===== config.mk =====
export PLATFORM = sky130hd
export DESIGN_NAME = flash_prot_lifecycle
export DESIGN_NICKNAME = d
export VERILOG_FILES = /design/src/rtl/flash_prot_lifecycle.sv
export SDC_FILE = /design/constraint.sdc
export NUM_CORES = 1
export LEC_CHECK = 0
export ABC_AREA = 1
export BUFFER_PORTS_ARGS = -buffer_cell sky130_fd_sc_hd__buf_4
export CAP_MARGIN = 20
export CORE_UTILIZATION = 30
export DETAILED_ROUTE_END_ITERATION = 10
export PLACE_DENSITY = 0.57
export SLEW_MARGIN = 20
export SYNTH_ARGS = -nofsm -noshare
export SYNTH_HDL_FRONTEND = slang
export SYNTH_SLANG_ARGS = --single-unit

===== constraint.sdc =====
create_clock -name clk -period 1.85 [get_ports clk]
set_clock_uncertainty 0.15 [all_clocks]
set_input_delay 0.37 -clock clk [delete_from_list [all_inputs] [get_ports clk]]
set_output_delay 0.37 -clock clk [all_outputs]
set_load 0.01 [all_outputs]

===== src/rtl/flash_prot_lifecycle.sv =====
module flash_prot_lifecycle #(
  parameter int NUM_BLK   = 3,
  parameter int ERASE_MAX = 4,
  parameter int KEY_W     = 32,
  parameter int TYPE_W    = 16,
  parameter int RP_BIT    = 15,
  parameter int OTP_BLK   = 2,
  parameter logic [31:0] MAGIC = 32'h8AFE15C3,
  localparam int SEL_W = (NUM_BLK > 1) ? $clog2(NUM_BLK + 1) : 1,
  localparam int CNT_W = $clog2(ERASE_MAX + 1)
) (
  input  logic                     clk,
  input  logic                     rst_n,
  input  logic                     sys_reset_i,
  input  logic [SEL_W-1:0]         blk_i,
  input  logic                     cfg_prog_i,
  input  logic                     conf_prog_i,
  input  logic                     erase_i,
  input  logic [NUM_BLK-1:0]       wp_dis_i,
  input  logic [TYPE_W-1:0]        ptype_i,
  input  logic [KEY_W-1:0]         key0_i,
  input  logic [KEY_W-1:0]         key1_i,
  input  logic [31:0]              word_i,
  input  logic [31:0]              pad_i,
  output logic [NUM_BLK-1:0]       configured_o,
  output logic [NUM_BLK-1:0]       installed_o,
  output logic [NUM_BLK-1:0]       active_o,
  output logic                     any_installed_o,
  output logic                     rd_prot_o,
  output logic [NUM_BLK-1:0]       key_ok_o,
  output logic [NUM_BLK*CNT_W-1:0] erase_cnt_o,
  output logic                     reject_o
);

  logic [NUM_BLK-1:0] cfg_q, conf_q, act_q;
  logic [KEY_W-1:0]   k0_q [NUM_BLK];
  logic [KEY_W-1:0]   k1_q [NUM_BLK];
  logic [31:0]        cw_q [NUM_BLK];
  logic [TYPE_W-1:0]  pt_q [NUM_BLK];
  logic [CNT_W-1:0]   cnt_q [NUM_BLK];
  logic               rej_q;

  logic               sel_ok;
  logic [SEL_W-1:0]   sel;
  logic               cfg_ok, conf_ok, er_ok;

  assign sel_ok = 32'(blk_i) < NUM_BLK;
  assign sel    = sel_ok ? blk_i : '0;

  for (genvar b = 0; b < NUM_BLK; b++) begin : g_flags
    assign installed_o[b] = cfg_q[b] & conf_q[b] & (cw_q[b] == MAGIC);
    assign key_ok_o[b]    = cfg_q[b] & (k0_q[b] == key0_i) & (k1_q[b] == key1_i);
    assign erase_cnt_o[b*CNT_W +: CNT_W] = cnt_q[b];
  end

  assign configured_o    = cfg_q;
  assign active_o        = act_q;
  assign any_installed_o = |installed_o;
  assign rd_prot_o       = act_q[0] & pt_q[0][RP_BIT];
  assign reject_o        = rej_q;

  assign cfg_ok  = sel_ok && !cfg_q[sel] && (pad_i == '0) &&
                   (!ptype_i[RP_BIT] || sel == '0);
  assign conf_ok = sel_ok && cfg_q[sel] && !conf_q[sel] && (pad_i == '0);
  assign er_ok   = sel_ok &&
                   !(32'(sel) == OTP_BLK && installed_o[sel]) &&
                   !(act_q[sel] && !wp_dis_i[sel]) &&
                   !(32'(sel) != OTP_BLK && 32'(cnt_q[sel]) >= ERASE_MAX);

  always_ff @(posedge clk or negedge rst_n) begin
    if (!rst_n) begin
      cfg_q  <= '0;
      conf_q <= '0;
      act_q  <= '0;
      rej_q  <= 1'b0;
      for (int b = 0; b < NUM_BLK; b++) begin
        k0_q[b]  <= '0;
        k1_q[b]  <= '0;
        cw_q[b]  <= '0;
        pt_q[b]  <= '0;
        cnt_q[b] <= '0;
      end
    end else if (sys_reset_i) begin
      act_q <= installed_o;
      rej_q <= 1'b0;
    end else if (erase_i) begin
      if (er_ok) begin
        cfg_q[sel]  <= 1'b0;
        conf_q[sel] <= 1'b0;
        act_q[sel]  <= 1'b0;
        k0_q[sel]   <= '0;
        k1_q[sel]   <= '0;
        cw_q[sel]   <= '0;
        pt_q[sel]   <= '0;
        if (32'(sel) != OTP_BLK) cnt_q[sel] <= cnt_q[sel] + 1'b1;
      end else begin
        rej_q <= 1'b1;
      end
    end else if (conf_prog_i) begin
      if (conf_ok) begin
        conf_q[sel] <= 1'b1;
        cw_q[sel]   <= word_i;
      end else begin
        rej_q <= 1'b1;
      end
    end else if (cfg_prog_i) begin
      if (cfg_ok) begin
        cfg_q[sel] <= 1'b1;
        k0_q[sel]  <= key0_i;
        k1_q[sel]  <= key1_i;
        pt_q[sel]  <= ptype_i;
      end else begin
        rej_q <= 1'b1;
      end
    end
  end

  for (genvar b = 0; b < NUM_BLK; b++) begin : g_chk
    assert_cnt_bound_R4: assert property (@(posedge clk) disable iff (!rst_n)
      32'(erase_cnt_o[b*CNT_W +: CNT_W]) <= ERASE_MAX);
    assert_active_needs_install_R3: assert property (@(posedge clk) disable iff (!rst_n)
      active_o[b] |-> installed_o[b]);
    assert_active_on_reset_R3: assert property (@(posedge clk) disable iff (!rst_n)
      $rose(active_o[b]) |-> $past(sys_reset_i));
    assert_unconfig_by_erase_R6: assert property (@(posedge clk) disable iff (!rst_n)
      $fell(configured_o[b]) |-> $past(erase_i));
  end

  assert_otp_kept_R5: assert property (@(posedge clk) disable iff (!rst_n)
    $past(installed_o[OTP_BLK]) |-> installed_o[OTP_BLK]);
  assert_reject_sticky_R9: assert property (@(posedge clk) disable iff (!rst_n)
    $fell(reject_o) |-> $past(sys_reset_i));

endmodule


==> flow_summary_export.csv, run 1 <==
group,metric,value,unit
outcome,status,"finished with violations",
outcome,violations,"setup timing",
setup_path,r2r_cells,16,
yosys,synth_compound_area_frac,0.0601,
setup_path,reg2reg_slack,-0.72,ns
drt,firstDrtPassIters,6,
setup_path,cp-end-kind,"output pin",
power_and_ir_drop,leakage,13.3,nW
yosys,ys_types,39,
timing,period_needed,2.85,ns
die,pin_count,179,
drt,drt-initial-drc-count,2358,
yosys,synth_top_family_by_area,"simple AND/OR/NAND/NOR gates",
global_routing,grt_max_degree,67,
drt,vias,19200,
yosys,yosys.area_share.simple,0.363,
yosys,synth-seq-area-share,0.466,
job,max-cap-violations,0,
yosys,syn_area_per_cell,7.62,µm²
finish,final_cells,3454,
power_and_ir_drop,irDropWorstVdd,0.702,mV
timing,slew_headroom,0.573,
clocking,insertion_delay,0.58,ns
place,gp_congestion,1.03,
yosys,synth-warning-count,0,
yosys,yosys-top-cells-area,"dfrtp_1, nand2_1, nand4_1",
yosys,synthAdderAreaFrac,0.00378,
die,core-area,54100,µm²
global_routing,gr-total-overflow,0,
yosys,ys_ff_latch,308,
setup_path,crit_type,"reg -> out",
place,hpwlAfterDp,49800,µm
drt,post_drt_via_cell_ratio,5.55,
die,die_h,237,µm
yosys,syn_inst,2171,
power_and_ir_drop,power_density,960,nW/µm²
yosys,synthMuxAreaShare,0,
setup_path,r2r_end,"k1_q[66]",
global_routing,grt_use_total,0.288,
timing,worst_pin_slew,0.640,ns
drt,ant_nets,0,
finish,area_growth,63.6,%
yosys,syn_nets,2331,
timing,final-hold-violation-count,0,
drt,drc_errors,0,
finish,nets,2896,
die,die_x,237,µm
finish,design_area,27000,µm²
yosys,synthXorXnorAreaFrac,0.0270,
timing,finalCritPeriodShare,1.54,
setup_path,crit_required,1.33,ns
clocking,cts_buffers,38,
clocking,cts_root_buf,"clkbuf_16",
die,row_count,85,
timing,timing.final.max_slew_violations,0,
setup_path,endpoint,"key_ok_o[2]",
yosys,async_reset_ff_frac,1.00,
finish,layout-drive-gt1-share,0.405,
timing,whs,0.0265,ns
setup_path,setup.worst_path.start_class,"register",
timing,fmax,351,MHz
timing,setup-violations-final,312,
place,placed_cells,3248,
setup_path,setup.worst_path.start,"k0_q[8]",
power_and_ir_drop,power,26.0,mW
global_routing,antenna_found_initial,3,
place,placed_area,21100,µm²
timing,rsz0062_at_grt,"true",
yosys,synth_ff_type,"dfrtp_1",
finish,n_antenna_cell,0,
global_routing,grt_pass1_vias,18800,
yosys,synth_top_cell_by_area,"dfrtp_1",
die,die-area,56100,µm²
place,port_buffers,163,
drt,wire_per_inst,24.1,µm
yosys,synth_edf_count,0,
die,start_util,0.305,
setup_path,crit_arrival,2.33,ns
place,place_ws,-0.867,ns
hold_path,worstHoldPathType,"in -> reg",
global_routing,grt_pass1_wl,121000,µm
yosys,synth_area,16500,µm²
hold_path,min_path_cells,5,
clocking,htreeDepth,2,
yosys,synth_top_area_frac,0.466,
clocking,cts_tree,"yes",
setup_path,crit_fanout,2,
clocking,clk_pin_slew,0.06,ns
setup_path,r2r-start,"cw_q[14]",
timing,worst_slack,-1.00,ns
clocking,cts.sinks,308,
clocking,clockBufferDepth,3,
drt,route.final.wire_length,83300,µm
-- worst min-delay path by stage --
| stage | from | to | slack [ns] |
|---|---|---|---|
| detailed placement | rst_n | k1_q[10] | 0.13 |
| floorplan | rst_n | asynchronous set/reset pin | -0.08 |
| finish | word_i[14] | cw_q[78] | 0.03 |
| global route | word_i[7] | cw_q[71] | 0.06 |
| CTS | word_i[16] | cw_q[16] | 0.005 |
| global placement | rst_n | k1_q[50] | 0.13 |
-- layer usage --
metal  vias up  share of wire  global-route usage
met5         -        0.00054                   0
met3       278          0.084              0.0507
li1       8414              -                   -
met1      9468           0.39               0.369
met2      1017           0.47               0.461
met4         6          0.062               0.160
-- cells in the final DEF, fill, tap and decap left out, drive strengths merged, types with 10 or more instances in the layout --
cell / synthesis / routed
inv: 158 / 159
nor4: 25 / 25
a221oi: 10 / 10
buf: 89 / 648
a22o: 16 / 16
xor2: 19 / 19
o21ai: 63 / 63
nand2: 757 / 761
xnor2: 32 / 32
o22ai: 30 / 30
nor2: 192 / 192
a211oi: 10 / 10
clkbuf: 46 / 58
dfrtp: 308 / 308
nor3: 12 / 12
nand4: 222 / 222
nand3: 129 / 129
-- registers in the layout (all words and copies together), names as in the netlist, named ones only --
| signal | count |
|---|---|
| cw_q | 96 |
| erase_cnt_o | 9 |
| active_o | 3 |
| k1_q | 96 |
| reject_o | 1 |
| k0_q | 96 |
| pt_q | 1 |
-- area by class of cell --
type / count / area (µm²)
fill: 4953 / 27100
multi-input combinational: 1574 / 9530
sequential: 308 / 7710
timing repair buffer: 656 / 7190
clock buffer: 55 / 1090
tap: 696 / 871
inverter: 158 / 613
clock inverter: 7 / 38.8
-- what timing repair did --
item                       4_1_cts  5_1_grt
setup endpoints to repair      313      313
setup buffers                   77       25
hold endpoints to repair       312        0
resized for setup              355      312
hold buffers                     4        0
pin swaps                      227      192
cloned                          70        6
-- synthesized netlist by cell type, types with 11 or more instances --
cell type,count
nor3_1,11
o21ai_0,60
xnor2_1,32
buf_6,16
inv_1,155
buf_2,53
xor2_1,19
nand3_1,127
dfrtp_1,308
nor2_1,191
nand4_1,222
o22ai_1,30
nor4_1,25
nand2_1,753
a22o_1,16
clkbuf_1,46
-- metrics by stage --
step / setup TNS, ns / util
after floorplan: -33.57 / -
after global placement: -175.07 / 0.389
after detailed placement: -179.43 / 0.389
after CTS: -175.92 / 0.484
after global routing: -216.56 / 0.500
final: -187.65 / 0.500
-- kinds of logic (layout without fill, tap and decap cells) --
| kind of cell | Yosys count | count (layout) |
|---|---|---|
| AND/OR/NAND/NOR | 1359 | 1363 |
| flip-flops | 308 | 308 |
| buffers and inverters | 293 | 876 |
| AO/OA/AOI/OAI | 155 | 155 |
| XOR/XNOR | 51 | 51 |
| adder cells (fa/ha/maj) | 5 | 5 |
-- critical path: stages, from the launching register on --
cell and delay [ns]:
dfrtp_1 0.40, xnor2_2 0.15, buf_4 0.16, nand2_2 0.05
a221oi_2 0.20, buf_4 0.17, nand4_1 0.12, nor2_1 0.17
nand2_2 0.09, nor2_4 0.12, buf_6 0.12
-- report_power, final --
group | leakage [nW] | total, mW | internal (mW) | switching, mW
clock | 0.558 | 7.13 | 4.05 | 3.09
sequential | 4.01 | 9.76 | 8.39 | 1.37
combinational | 8.76 | 9.08 | 4.33 | 4.75
total | 13.3 | 26.0 | 16.8 | 9.20
(Power assumes the default switching activity.)
==> run 2, diff against run 1 <==
- ABC_AREA: 1 -> default
==> run 2 against run 1 <==
Effect of this change: the run still ends with setup timing left; maximum frequency shrank 8.2%; clock-buffer cell count is 2 lower; power grew 4.9%; non-clock buffer count rose by 89; routed wire length down 18%; clock power grew 14%; critical path depth is 3 lower; sequential cell count stayed put; critical path type unchanged; largest cell class unchanged.
==> flow_summary_export.csv, run 2 <==
group,metric,value,unit
outcome,status,"finished with violations",
outcome,violations,"setup timing",
yosys,syn_inst,1776,
job,max-cap-violations,0,
yosys,synthXorXnorAreaFrac,0.0700,
die,core-area,56600,µm²
power_and_ir_drop,power_density,1030,nW/µm²
finish,layout-drive-gt1-share,0.429,
drt,firstDrtPassIters,5,
place,hpwlAfterDp,45200,µm
clocking,htreeDepth,2,
timing,rsz0062_at_grt,"true",
global_routing,grt_pass1_wl,104000,µm
place,placed_area,22800,µm²
clocking,cts.sinks,308,
drt,drt-initial-drc-count,1428,
timing,timing.final.max_slew_violations,0,
setup_path,crit_arrival,2.58,ns
finish,design_area,26500,µm²
die,row_count,87,
drt,ant_nets,0,
global_routing,grt_max_degree,68,
finish,nFillCells,5253,
drt,drc_errors,0,
yosys,synth_edf_count,0,
yosys,ys_types,64,
finish,final_cells,3177,
timing,setup-violations-final,314,
setup_path,slowest_delay,0.40,ns
setup_path,cp-end-kind,"output pin",
yosys,synth_top_cell_by_area,"dfrtp_1",
finish,area_growth,53.5,%
setup_path,crit_fanout,2,
place,port_buffers,163,
yosys,syn_nets,1936,
setup_path,crit_top_cell,"nor4_4",
setup_path,crit_type,"reg -> out",
power_and_ir_drop,power,27.3,mW
finish,top_regs,"cw_q x96, k0_q x96, k1_q x96",
finish,mostFrequentLayoutCells,"buf_4, dfrtp_1, inv_1",
yosys,synth_top_area_frac,0.446,
yosys,yosys-top-cells-area,"dfrtp_1, o211ai_2, xnor2_1",
timing,fmax,322,MHz
setup_path,crit_required,1.33,ns
timing,worst_slack,-1.25,ns
die,die-area,58500,µm²
clocking,cts_buffers,37,
place,place_ws,-1.04,ns
hold_path,worstHoldPathType,"in -> reg",
die,die_h,242,µm
yosys,synth_compound_area_frac,0.278,
setup_path,setup.worst_path.start_class,"register",
yosys,yosys.area_share.simple,0.0995,
yosys,yosys-top-cells-count,"dfrtp_1, inv_1, o21ai_0, nand2_1, clkbuf_1",
die,die_x,242,µm
yosys,synth_top_family_by_area,"compound AO/OA/AOI/OAI gates",
die,pin_count,179,
global_routing,grt_use_total,0.230,
yosys,synthMuxAreaShare,0.00681,
global_routing,grt_pass1_vias,17100,
yosys,ys_ff_latch,308,
timing,worst_pin_slew,0.700,ns
setup_path,worstPathCellList,"xnor2_2, nand4_1, nor4_4, nand3_2, buf_6, nor4_4, buf_4",
yosys,yosysMostFrequentCell,"dfrtp_1",
yosys,synth_area,17300,µm²
power_and_ir_drop,leakage,12.3,nW
drt,wire_per_inst,21.5,µm
setup_path,cp_top_family,"simple AND/OR/NAND/NOR gates",
place,gp_congestion,0.908,
clocking,cts_tree,"yes",
yosys,async_reset_ff_frac,1.00,
finish,layout_commonest_cell,"buf_4",
drt,post_drt_via_cell_ratio,5.29,
global_routing,antenna_found_initial,2,
yosys,synth-warning-count,0,
clocking,cts_root_buf,"clkbuf_16",
drt,vias,16800,
setup_path,cp_num_buf_inv,2,
drt,route.final.wire_length,68400,µm
timing,slew_headroom,0.534,
place,placed_cells,2979,
global_routing,gr-total-overflow,0,
timing,period_needed,3.10,ns
yosys,synth_ff_type,"dfrtp_1",
yosys,syn_area_per_cell,9.73,µm²
yosys,synthAdderAreaFrac,0.00362,
clocking,insertion_delay,0.56,ns
timing,final-hold-violation-count,0,
die,start_util,0.305,
clocking,clockBufferDepth,3,
finish,nets,2553,
power_and_ir_drop,irDropWorstVdd,0.749,mV
clocking,clk_pin_slew,0.06,ns
timing,finalCritPeriodShare,1.68,
setup_path,cp_slowest_cell,"dfrtp_1",
yosys,synth-seq-area-share,0.446,
timing,finalSetupTns,-306.83,ns
run 2: changes by cell type after synthesis, moves of 32 or more:
| cell | change |
|---|---|
| nand3_1 | -118 |
| a221oi_1 | +63 |
| nand2_1 | -610 |
| clkbuf_1 | +85 |
| a22o_1 | +49 |
| o211ai_2 | +130 |
| a32o_1 | +32 |
| o21ai_0 | +112 |
| inv_1 | +69 |
| nand4_1 | -186 |
| xnor2_1 | +69 |
| nor2_1 | -115 |
| buf_2 | -36 |
run 2: area by class of cell:
class                   instances  area [µm²]  share of cell area
flip-flops and latches        308        7710               0.291
repair buffers                745        7000               0.264
clock buffers                  53        1130              0.0426
clock inverters                13         224             0.00844
diodes                          1        2.50           0.0000944
inverters                     224         848              0.0320
multi-input cells            1077        8670               0.327
well taps                     756         946              0.0357
run 2: timing repair:
| item | in CTS | in global routing |
|---|---|---|
| endpoints found under the setup margin | 315 | 315 |
| resized for setup | 136 | 67 |
| cloned | 28 | 7 |
| hold endpoints to repair | 379 | 0 |
| pin swaps | 27 | 48 |
| setup buffers | 24 | 34 |
| hold buffers | 61 | 0 |
run 2: cells by family (layout without fill, tap and decap cells):
kind of cell | Yosys count | after routing
AOI/OAI and AO/OA | 571 | 574
buffers and inverters | 394 | 1035
and+or+nand+nor | 349 | 349
DFF | 308 | 308
xor gates and xnor gates | 138 | 138
muxes | 11 | 11
adders and majority gates | 5 | 5
other | 0 | 1
run 2: power by group:
group          total, mW  leakage (nW)  internal, mW  switching, mW
clock network       8.16         0.662          5.08           3.08
registers           9.33          3.77          8.22           1.11
logic               9.77          7.83          5.11           4.65
total               27.3          12.3          18.4           8.84
run 2: path summary, 6_finish.rpt:
path	start	end	slack [ns]	cells after the start
worst max register to register	cw_q[94]	k0_q[68]	-1.21	11
worst max-delay path	k0_q[94]	key_ok_o[0]	-1.25	7
min in group asynchronous	rst_n	k0_q[6]	0.11	2
worst min register to register	erase_cnt_o[7]	erase_cnt_o[7]	0.25	0
max in group asynchronous	rst_n	k1_q[70]	0.74	4
worst min-delay path	sys_reset_i	active_o[1]	0.02	3
run 2: worst min-delay path, stage by stage:
cell and delay [ns]:
buf_4 0.12, buf_4 0.14, o21ai_1 0.06
run 2: per-layer routing:
| layer | GRT usage | vias to the layer above | share of wire | wire (µm) |
|---|---|---|---|---|
| li1 | - | 7601 | - | - |
| met1 | 0.298 | 8442 | 0.41 | 28200 |
| met2 | 0.392 | 648 | 0.49 | 33600 |
| met3 | 0.0312 | 115 | 0.066 | 4520 |
| met4 | 0.0774 | 2 | 0.031 | 2120 |
| met5 | 0 | - | 0.00016 | 11 |
run 2: through the flow:
stage | hold slack [ns] | utilization
finish | 0.0173 | 0.469
CTS | 0.00309 | 0.463
detailed placement | 0.0945 | 0.402
global route | 0.0247 | 0.469
floorplan | -0.0756 | -
global placement | 0.0959 | 0.402
